## config.mk

```make
export PLATFORM = sky130hd
export DESIGN_NAME = prio_irq_ctrl
export DESIGN_NICKNAME = d
export VERILOG_FILES = /design/src/rtl/prio_irq_pkg.sv /design/src/rtl/prio_irq_regs.sv /design/src/rtl/prio_irq_resolve.sv /design/src/rtl/prio_irq_ctrl.sv
export SDC_FILE = /design/constraint.sdc
export NUM_CORES = 1
export LEC_CHECK = 0
export BUFFER_PORTS_ARGS = -buffer_cell sky130_fd_sc_hd__buf_2
export CORE_MARGIN = 2
export CORE_UTILIZATION = 40
export CTS_BUF_LIST = sky130_fd_sc_hd__clkbuf_4
export DETAILED_ROUTE_END_ITERATION = 6
export GPL_ROUTABILITY_DRIVEN = 0
export PLACE_DENSITY_LB_ADDON = 0.25
export SETUP_SLACK_MARGIN = 0.3
export SYNTH_ARGS = -nofsm -noshare
export SYNTH_HDL_FRONTEND = slang
export SYNTH_HIERARCHICAL = 1
export SYNTH_SLANG_ARGS = --single-unit
```

## constraint.sdc

```tcl
create_clock -name clk -period 2.5 [get_ports clk]
set_input_delay 0.25 -clock clk [delete_from_list [all_inputs] [get_ports clk]]
set_output_delay 0.25 -clock clk [all_outputs]
set_load 0.1 [all_outputs]
```

## src/rtl/prio_irq_pkg.sv

```systemverilog
package prio_irq_pkg;
  localparam int LINES = 8;
  localparam int VEC_W = $clog2(LINES);

  // strobes from the resolver to the flag registers, one-hot or zero
  typedef struct packed {
    logic [LINES-1:0] ackSet;
    logic [LINES-1:0] eoiClr;
  } strobe_t;
endpackage

```

## src/rtl/prio_irq_regs.sv

```systemverilog
module prio_irq_regs
  import prio_irq_pkg::*;
(
  input  logic             clk,
  input  logic             rst_n,
  input  logic [LINES-1:0] reqLines,
  input  logic             maskWrEn,
  input  logic [LINES-1:0] maskWrData,
  input  strobe_t          strobes,
  output logic [LINES-1:0] reqPend,
  output logic [LINES-1:0] inService,
  output logic [LINES-1:0] maskBits
);
  logic [LINES-1:0] prevReq;
  logic [LINES-1:0] reqRise;

  always_ff @(posedge clk or negedge rst_n) begin
    if (!rst_n) begin
      prevReq  <= '0;
      maskBits <= '0;
    end else begin
      prevReq <= reqLines;
      if (maskWrEn) maskBits <= maskWrData;
    end
  end

  for (genvar i = 0; i < LINES; i++) begin : gLine
    assign reqRise[i] = reqLines[i] & ~prevReq[i];

    always_ff @(posedge clk or negedge rst_n) begin
      if (!rst_n) begin
        reqPend[i]   <= 1'b0;
        inService[i] <= 1'b0;
      end else begin
        // a new edge wins over the acknowledge of the same line
        if (reqRise[i])                reqPend[i] <= 1'b1;
        else if (strobes.ackSet[i])    reqPend[i] <= 1'b0;
        if (strobes.ackSet[i])         inService[i] <= 1'b1;
        else if (strobes.eoiClr[i])    inService[i] <= 1'b0;
      end
    end
  end

  AST_ACK_ONEHOT: assert property (@(posedge clk) disable iff (!rst_n)
    $onehot0(strobes.ackSet));

  AST_PEND_ONLY_BY_ACK: assert property (@(posedge clk) disable iff (!rst_n)
    1'b1 |=> (($past(reqPend) & ~$past(strobes.ackSet) & ~reqPend) == '0));

  AST_ACK_ADDS_ONE: assert property (@(posedge clk) disable iff (!rst_n)
    (strobes.ackSet != '0 && strobes.eoiClr == '0)
    |=> $countones(inService) == $countones($past(inService)) + 1);

  AST_EOI_DROPS_ONE: assert property (@(posedge clk) disable iff (!rst_n)
    (strobes.eoiClr != '0 && strobes.ackSet == '0)
    |=> $countones(inService) + 1 == $countones($past(inService)));
endmodule

```

## src/rtl/prio_irq_resolve.sv

```systemverilog
module prio_irq_resolve
  import prio_irq_pkg::*;
(
  input  logic             clk,
  input  logic             rst_n,
  input  logic [LINES-1:0] reqPend,
  input  logic [LINES-1:0] inService,
  input  logic [LINES-1:0] maskBits,
  input  logic             ackIn,
  input  logic             eoiIn,
  output logic             irqOut,
  output logic [VEC_W-1:0] vectorOut,
  output strobe_t          strobes
);
  logic [LINES-1:0] eligible;
  logic             scanHit;
  logic             winIsReq;
  logic [VEC_W-1:0] winLine;
  logic             isrHit;
  logic [VEC_W-1:0] isrLine;

  assign eligible = reqPend & ~maskBits;

  // walk from line 0 upward; stop at first pending or in-service line
  always_comb begin
    scanHit  = 1'b0;
    winIsReq = 1'b0;
    winLine  = '0;
    for (int i = 0; i < LINES; i++) begin
      if (!scanHit && (eligible[i] || inService[i])) begin
        scanHit  = 1'b1;
        winIsReq = !inService[i];
        winLine  = VEC_W'(i);
      end
    end
  end

  // highest-priority line in service, for end-of-interrupt
  always_comb begin
    isrHit  = 1'b0;
    isrLine = '0;
    for (int i = 0; i < LINES; i++) begin
      if (!isrHit && inService[i]) begin
        isrHit  = 1'b1;
        isrLine = VEC_W'(i);
      end
    end
  end

  assign irqOut    = winIsReq;
  assign vectorOut = winIsReq ? winLine : '0;

  always_comb begin
    strobes = '0;
    if (ackIn && winIsReq) strobes.ackSet[winLine] = 1'b1;
    if (eoiIn && isrHit)   strobes.eoiClr[isrLine] = 1'b1;
  end

  AST_IRQ_POINTS_AT_REQ: assert property (@(posedge clk) disable iff (!rst_n)
    irqOut |-> (reqPend[vectorOut] && !maskBits[vectorOut]));

  AST_NO_BETTER_REQ: assert property (@(posedge clk) disable iff (!rst_n)
    irqOut |-> ((eligible & ~({LINES{1'b1}} << vectorOut)) == '0));

  AST_NO_ISR_ABOVE: assert property (@(posedge clk) disable iff (!rst_n)
    irqOut |-> ((inService & ~({LINES{1'b1}} << (int'(vectorOut) + 1))) == '0));

  AST_IDLE_ACK_NOOP: assert property (@(posedge clk) disable iff (!rst_n)
    (ackIn && !irqOut) |-> (strobes.ackSet == '0));
endmodule

```

## src/rtl/prio_irq_ctrl.sv

```systemverilog
module prio_irq_ctrl
  import prio_irq_pkg::*;
(
  input  logic             clk,
  input  logic             rst_n,
  input  logic [LINES-1:0] reqLines,
  input  logic             maskWrEn,
  input  logic [LINES-1:0] maskWrData,
  input  logic             ackIn,
  input  logic             eoiIn,
  output logic             irqOut,
  output logic [VEC_W-1:0] vectorOut
);
  strobe_t          strobes;
  logic [LINES-1:0] reqPend;
  logic [LINES-1:0] inService;
  logic [LINES-1:0] maskBits;

  prio_irq_regs uRegs (
    .clk        (clk),
    .rst_n      (rst_n),
    .reqLines   (reqLines),
    .maskWrEn   (maskWrEn),
    .maskWrData (maskWrData),
    .strobes    (strobes),
    .reqPend    (reqPend),
    .inService  (inService),
    .maskBits   (maskBits)
  );

  prio_irq_resolve uResolve (
    .clk       (clk),
    .rst_n     (rst_n),
    .reqPend   (reqPend),
    .inService (inService),
    .maskBits  (maskBits),
    .ackIn     (ackIn),
    .eoiIn     (eoiIn),
    .irqOut    (irqOut),
    .vectorOut (vectorOut),
    .strobes   (strobes)
  );
endmodule

```

## Word-level counts from Yosys, hierarchy flattened

Cells that the tools add are included.

- Magnitude comparators: 4
- Multiplexer cells: 76
- Reduce and logical (&&, ||, !) cells: 64
- Bitwise operators: 18

Operators with widths:

| operator | number |
|---|---|
| 2-to-1 mux 1 bit | 59 |
| nonzero test 2 bit | 16 |
| 2-to-1 mux 3 bit | 9 |
| logical NOT 1 bit | 22 |
| logical AND 1 bit | 18 |
| 2-to-1 mux 8 bit | 2 |
| AND 1 bit | 8 |
| AND 8 bit | 1 |
| logical OR 1 bit | 8 |
| less-than comparator 3 x 4 -> 1 bit, second input constant | 2 |
| 2-to-1 mux 2 bit | 4 |
| NOT 1 bit | 8 |
| NOT 8 bit | 1 |
| demux 1 bit (select 3 bit) | 2 |
| >= comparator 3 x 1 -> 1 bit, second input constant | 2 |

- Input port bits: 21
- Register bits after elaboration: 32

## Depth between registers and ports, before layout

Gate-level depths: netlist of run 1.

- Word-level depth: 32
- Depth in mapped cells: 8
- Depth with buffers taken out: 7

## Modules after synthesis

Netlist of run 1, hierarchy kept.

Modules (own cells, without submodules):

| module | instances | cells each | sequential area each (um^2) | area an instance (um^2) |
|---|---|---|---|---|
| prio_irq_regs | 1 | 81 | 800.8 | 1132.3 |
| prio_irq_resolve | 1 | 86 | 0.0 | 528.0 |

## Worst setup path after synthesis of run 1

OpenSTA, ideal clock, no wires.

- Kind: reg-to-output
- Start point: register uRegs.inService[0]
- End point: output vectorOut[0]
- Stages on the path, launching flop included: 8
- Arrival: 3770 ps
- Setup slack: -1520 ps
- Cell sequence: dfrtp_1 or2_1 buf_6 or3_4 buf_6 o32ai_2 a211oi_2 nor3_1

- Longest elaborated chain between the ends: 24
- Elaborated cells on any way between the ends: 39

RTL lines:

| element | line | text |
|---|---|---|
| start, declared | prio_irq_regs.sv:11 | `output logic [LINES-1:0] inService,` |
| start signal, assigned by index | prio_irq_regs.sv:33 | `inService[i] <= 1'b0;` |
| start signal, assigned by index | prio_irq_regs.sv:38 | `if (strobes.ackSet[i]) inService[i] <= 1'b1;` |
| start signal, assigned by index | prio_irq_regs.sv:39 | `else if (strobes.eoiClr[i]) inService[i] <= 1'b0;` |
| logical OR 1 bit | prio_irq_resolve.sv:30 | `if (!scanHit && (eligible[i] \|\| inService[i])) begin` |
| 2-to-1 mux 1 bit | prio_irq_resolve.sv:30 |  |
| logical NOT 1 bit | prio_irq_resolve.sv:30 |  |
| logical AND 1 bit | prio_irq_resolve.sv:30 |  |
| 2-to-1 mux 1 bit | prio_irq_resolve.sv:30 |  |
| logical NOT 1 bit | prio_irq_resolve.sv:30 |  |
| logical AND 1 bit | prio_irq_resolve.sv:30 |  |
| 2-to-1 mux 1 bit | prio_irq_resolve.sv:30 |  |
| (+8 left out) | - |  |
| 2-to-1 mux 1 bit | prio_irq_resolve.sv:30 |  |
| logical NOT 1 bit | prio_irq_resolve.sv:30 |  |
| logical AND 1 bit | prio_irq_resolve.sv:30 |  |
| 2-to-1 mux 1 bit | prio_irq_resolve.sv:30 |  |
| logical NOT 1 bit | prio_irq_resolve.sv:30 |  |
| logical AND 1 bit | prio_irq_resolve.sv:30 |  |
| 2-to-1 mux 3 bit / 2-to-1 mux 1 bit (equally long branches) | prio_irq_resolve.sv:30 |  |
| 2-to-1 mux 3 bit (*) | prio_irq_resolve.sv:51 | `assign vectorOut = winIsReq ? winLine : '0;` |
| end, declared | prio_irq_ctrl.sv:12 | `output logic [VEC_W-1:0] vectorOut` |

Mark *: on every way between the ends. The rest lies on a longest branch, timed or not.

## Worst setup path after layout of run 1

Same ends and word-level chain as after synthesis.

==> flow_summary.toml, run 1 <==
[setup_path]
worstPathRequired_ns = 2.25
critical_path_class = "flip-flop to primary output"
crit_path_max_fanout = 6
cp-end-kind = "primary output"
worst_ep_arrival_time_ns = 2.31
crit_path_start_kind = "flip-flop"

[yosys]
seq_area_frac_synth = 0.482
synth_area_um2 = 1660
synth_edf_count = 0
synth_nets = 188
synth_flop_cell = "dfrtp_1"
synth_common_cells = "32 x dfrtp_1, 29 x inv_1, 15 x nor2_1, 11 x nor3_1, 9 x a21o_1"
syn_inst = 167
synth_seq_cells = 32
yosysTopAreaCellShare = 0.482
synth_top_area_cell = "dfrtp_1"
synth_cell_types = 33
yosys-top-cells-area = "dfrtp_1 48%, mux2_4 7.2%, inv_1 6.6%"
synth_most_common_cell = "dfrtp_1"
synth.avg_cell_area_um2 = 9.94
ys_async_sr_fraction = 1.00
yosysWarnings = 6

[clock_network]
clk_latency_ns = 0.34
cts_tree = "yes"
cts_max_level = 2
max-clock-path-buffers = 2
cts-root-buf = "clkbuf_4"
cts.clk_slew.worst_paths_ns = 0.10
clock_sinks = 32
cts_inserted_buffers = 5

[hold_path]
holdCritPathClass = "input port to flip-flop"

[placed_design]
hpwl_um = 2700
dp_slack_ns = 0.0758
port_buffers = 24

[final_layout]
num-nets-final = 231
antenna_cells = 0
layout-drive-gt1-share = 0.384
postLayoutCoreUtil = 0.572
area_growth_pct = 37.8

[grt]
grt_max_degree = 33
met2_usage = 0.317
gr-usage-met3 = 0.0526
grt_use_total = 0.188
antenna_found_initial = 0
grtUsageMet1 = 0.229
grt_pass1_wl_um = 6400
overflow = 0
top_usage_layer = "met2"
grt_pass1_vias = 1406

[sta]
fmax_ghz = 0.391
fin_hold_ws_ns = 0.0178
slew_headroom = 0.532
min_period_over_period = 1.02
rsz0062_at_grt = "yes"
drv_slew = 0
setup_slack_ns = -0.0592
hold_viol = 0
fin_skew_ns = 0.00803
min_period_ns = 2.56
tightest_slew_ns = 0.695
setup_viol = 1

[die]
chipHeight_um = 68.4
placementRows = 23
die_w_um = 68.4
ios = 25
dieArea_um2 = 4680
initial_core_util = 0.415
core_um2 = 4000

[status]
status = "complete, but fails checks"
violations = "setup timing"

[power_and_ir_drop]
vdd_drop_max_mv = 0.500
power_density_nw_per_um2 = 1140
power_leakage_nw = 1.07
power.total_mw = 2.62

[drt]
first_iter_violations = 75
drtPass1Iterations = 4
drtAntennaViolNets = 0
drcViolationCount = 0
wl_per_cell_um = 15.4
routed_via_density = 5.41
routed_wl_um = 4020
vias = 1411

[flow_run]
maxCapViolCount = 0
==> layout make-up <==
class,instances,area [um2]
clock buffer,6,45.0
clock inverter,2,35.0
fill,340,1710
inverter,29,109
multi-input combinational,103,905
sequential,32,802
tap,50,62.6
timing repair buffer,39,330
==> logic make-up (layout without fill, tap and decap cells) <==
logic type | Yosys count | count (layout) | share of synthesized area
AND/OR/NAND/NOR | 64 | 64 | 0.225
flip-flops | 32 | 32 | 0.482
buffers and inverters | 32 | 76 | 0.0859
AO/OA/AOI/OAI | 31 | 31 | 0.134
multiplexers | 8 | 8 | 0.0723
==> placed cells by master (no fill, tap or decap), types with 2 or more instances in the layout <==
| cell | netlist | layout |
|---|---|---|
| a211oi_4 | 0 | 3 |
| a21o_1 | 9 | 9 |
| a21oi_1 | 5 | 5 |
| buf_12 | 0 | 5 |
| buf_2 | 0 | 20 |
| buf_4 | 0 | 8 |
| buf_6 | 3 | 4 |
| clkbuf_4 | 0 | 6 |
| dfrtp_1 | 32 | 31 |
| inv_1 | 29 | 29 |
| mux2_4 | 8 | 8 |
| nand2_1 | 3 | 3 |
| nand2b_1 | 6 | 6 |
| nand3_1 | 5 | 5 |
| nor2_1 | 15 | 8 |
| nor2_2 | 0 | 2 |
| nor2_4 | 0 | 5 |
| nor2b_1 | 5 | 4 |
| nor3_1 | 11 | 8 |
| nor3_4 | 0 | 3 |
| nor3b_1 | 4 | 2 |
| nor3b_4 | 0 | 2 |
| nor4_1 | 4 | 2 |
| nor4_4 | 1 | 2 |
| o21ai_0 | 2 | 2 |
| o22ai_1 | 8 | 7 |
==> report_power, final <==
part           internal (mW)  switching, mW  total, mW
clock                  0.220          0.181      0.401
combinational          0.663          0.851       1.51
sequential             0.612         0.0922      0.704
==> worst max-delay path: stages (launching register included) <==
cell	delay, ns
dfrtp_2	0.42
or2_4	0.25
or3_4	0.42
o32ai_4	0.28
a211oi_4	0.08
buf_12	0.17
nor3_4	0.15
buf_12	0.20
==> path summary, 6_finish.rpt <==
path | from | to | slack (ns) | depth (start not counted)
worst max-delay path | uRegs/inService[0]$_DFFE_PN0P_ | vectorOut[0] | -0.06 | 7
worst min register to register | uRegs/prevReq[0]$_DFF_PN0_ | uRegs/reqPend[0]$_DFFE_PN0P_ | 0.44 | 1
worst min-delay path | reqLines[0] | uRegs/prevReq[0]$_DFF_PN0_ | 0.02 | 1
max in group asynchronous | rst_n | uRegs/inService[0]$_DFFE_PN0P_ | 1.54 | 2
min in group asynchronous | rst_n | uRegs/maskBits[2]$_DFFE_PN0P_ | 0.48 | 2
worst max register to register | uRegs/inService[0]$_DFFE_PN0P_ | uRegs/reqPend[2]$_DFFE_PN0P_ | 0.09 | 10
==> routing by layer <==
| metal | share of wire | wire [um] |
|---|---|---|
| met5 | 0 | 0 |
| met4 | 0.018 | 72 |
| met3 | 0.050 | 202 |
| met2 | 0.51 | 2070 |
| met1 | 0.42 | 1680 |
==> through the flow <==
stage	cell area [um2]	cells	TNS [ns]
global placement	1970	240	0
finish	2290	261	-0.0592
detailed placement	1970	240	0
global route	2290	261	-0.400
CTS	2190	258	-0.260
floorplan	1750	167	-0.183
==> sequential cells by signal, indices dropped and copies added, names as in the netlist <==
signal / cells
uRegs/maskBits: 8
uRegs/prevReq: 8
uRegs/inService: 8
uRegs/reqPend: 8
==> what timing repair did <==
action	CTS	global route
setup buffers	9	3
endpoints found under the hold margin	32	0
hold buffers	1	0
pin swaps	9	6
setup endpoints to repair	17	19
gates resized for setup	12	15
gates cloned	0	0
No activity file was read; power rests on OpenSTA's default activity.
==> run 2, diff against run 1 <==
==> constraint.sdc (replaced) <==
create_clock -name clk -period 2.6 [get_ports clk]
set_input_delay 0.26 -clock clk [delete_from_list [all_inputs] [get_ports clk]]
set_output_delay 0.26 -clock clk [all_outputs]
set_load 0.1 [all_outputs]
==> flow_summary.toml, run 2 (synthesized netlist as in run 1, its figures left out) <==
[power_and_ir_drop]
power_switching_uw = 992
pwr-share-clk = 0.105
comb_power_share = 0.588
p_int_mw = 1.22
power_leakage_nw = 1.02
vdd_drop_max_mv = 0.446
p_sw_frac = 0.449
power_frac_seq = 0.307
power_density_nw_per_um2 = 1010

[grt]
grt_pass1_wl_um = 6330
antenna_found_initial = 0
overflow = 0
grt_use_total = 0.190
grt_max_degree = 33
grt_pass1_vias = 1372

[drt]
first_iter_violations = 104
drtPass1Iterations = 4
routed_via_density = 5.34
drcViolationCount = 0
drtAntennaViolNets = 0
vias = 1362
routed_wl_um = 3920
wl_per_cell_um = 15.4

[setup_path]
crit_path_start_kind = "flip-flop"
endpoint = "vectorOut[0]"
worst_r2r_endpoint = "uRegs/reqPend[6]$_DFFE_PN0P_"
cp-startpoint = "uRegs/inService[0]$_DFFE_PN0P_"
crit_path_max_fanout = 5
ff2ff_path_depth = 9
r2r-start = "uRegs/inService[0]$_DFFE_PN0P_"
worst_ep_arrival_time_ns = 2.33
cp-end-kind = "primary output"
critical_path_class = "flip-flop to primary output"
r2r_setup_slack_ns = 0.34
worstPathRequired_ns = 2.34

[sta]
setup_viol = 0
min_period_over_period = 0.998
fin_hold_ws_ns = 0.0517
min_period_ns = 2.59
fin_skew_ns = 0.00628
slew_headroom = 0.541
setup_slack_ns = 0.00587
tightest_slew_ns = 0.689
hold_viol = 0
rsz0062_at_grt = "yes"
drv_slew = 0
fmax_ghz = 0.385

[die]
placementRows = 23
ios = 25
chipHeight_um = 68.4
die_w_um = 68.4
dieArea_um2 = 4680
initial_core_util = 0.415
core_um2 = 4000

[clock_network]
clock_sinks = 32
cts_tree = "yes"
cts_inserted_buffers = 5
cts-root-buf = "clkbuf_4"
max-clock-path-buffers = 2
cts.clk_slew.worst_paths_ns = 0.08
cts_max_level = 2
clk_latency_ns = 0.32

[final_layout]
regArea_um2 = 802
layout-drive-gt1-share = 0.351
final_common_cell = "dfrtp_1"
postLayoutCoreUtil = 0.546
fillers = 370
area_growth_pct = 31.4
layout_common_cells = "31 x dfrtp_1, 29 x inv_1, 20 x buf_2"
multi_input_area_um2 = 873
stdcell_count = 255
num-nets-final = 228
antenna_cells = 0

[placed_design]
dp_slack_ns = 0.214
dp_cells = 240
port_buffers = 24
hpwl_um = 2800

[hold_path]
holdCritPathClass = "input port to flip-flop"

[flow_run]
maxCapViolCount = 0

[status]
status = "finished, final reports clean"
==> run 2: what timing repair did <==
action                                  4_1_cts  5_1_grt
hold buffers                                  1        0
pin swaps                                     8        4
gates cloned                                  0        0
endpoints found under the setup margin        7       18
setup buffers                                 9        0
hold endpoints to repair                     32        0
resized for setup                             7        7
==> run 2: worst min path at each step <==
stage,depth (start not counted),slack (ns),startpoint,endpoint
floorplan,0,-0.04,rst_n,uRegs/inService[0]$_DFFE_PN0P_
global placement,1,0.35,rst_n,uRegs/inService[3]$_DFFE_PN0P_
detailed placement,1,0.35,rst_n,uRegs/maskBits[3]$_DFFE_PN0P_
CTS,1,0.04,reqLines[0],uRegs/prevReq[0]$_DFF_PN0_
global route,1,0.02,reqLines[5],uRegs/prevReq[5]$_DFF_PN0_
finish,1,0.05,reqLines[0],uRegs/prevReq[0]$_DFF_PN0_
==> run 2: cell type report <==
type / instances / share of cell area
Multi-Input combinational cell: 103 / 0.400
Inverter: 29 / 0.0499
Tap cell: 50 / 0.0287
Clock buffer: 5 / 0.0172
Sequential cell: 32 / 0.368
Timing Repair Buffer: 36 / 0.136
==> run 2: critical path, cell delays in order (launching register included) <==
cell and delay, ns:
dfrtp_2 0.41, or2_4 0.25, or3_4 0.38, buf_12 0.15
a211oi_4 0.19, a211oi_4 0.06, buf_12 0.17, nor3_4 0.19
buf_12 0.20
==> run 2: per-layer routing <==
| layer | wire length (um) | global-route usage | share of wire | vias to the layer above |
|---|---|---|---|---|
| met5 | 0 | 0 | 0 | - |
| met2 | 2030 | 0.310 | 0.52 | 36 |
| met1 | 1630 | 0.231 | 0.42 | 674 |
| li1 | - | - | - | 644 |
| met3 | 156 | 0.0543 | 0.040 | 8 |
| met4 | 93 | 0.0900 | 0.024 | 0 |
==> run 2: stage by stage <==
stage	power, mW	setup TNS (ns)	area (um2)
2_1_floorplan	1.48	-0.0934	1750
3_3_place_gp	1.69	0	1970
3_5_place_dp	1.73	0	1970
4_1_cts	2.16	-0.0180	2140
5_1_grt	2.33	-0.0929	2180
6_report	2.21	0	2180
==> run 2: power groups by stage <==
stage | sequential [mW] | clock [mW] | combinational (mW)
after detailed placement | 0.691 | 0 | 1.03
after global routing | 0.691 | 0.270 | 1.37
after global placement | 0.683 | 0 | 1.01
after CTS | 0.668 | 0.244 | 1.25
after floorplan | 0.666 | 0 | 0.811
final | 0.678 | 0.232 | 1.30
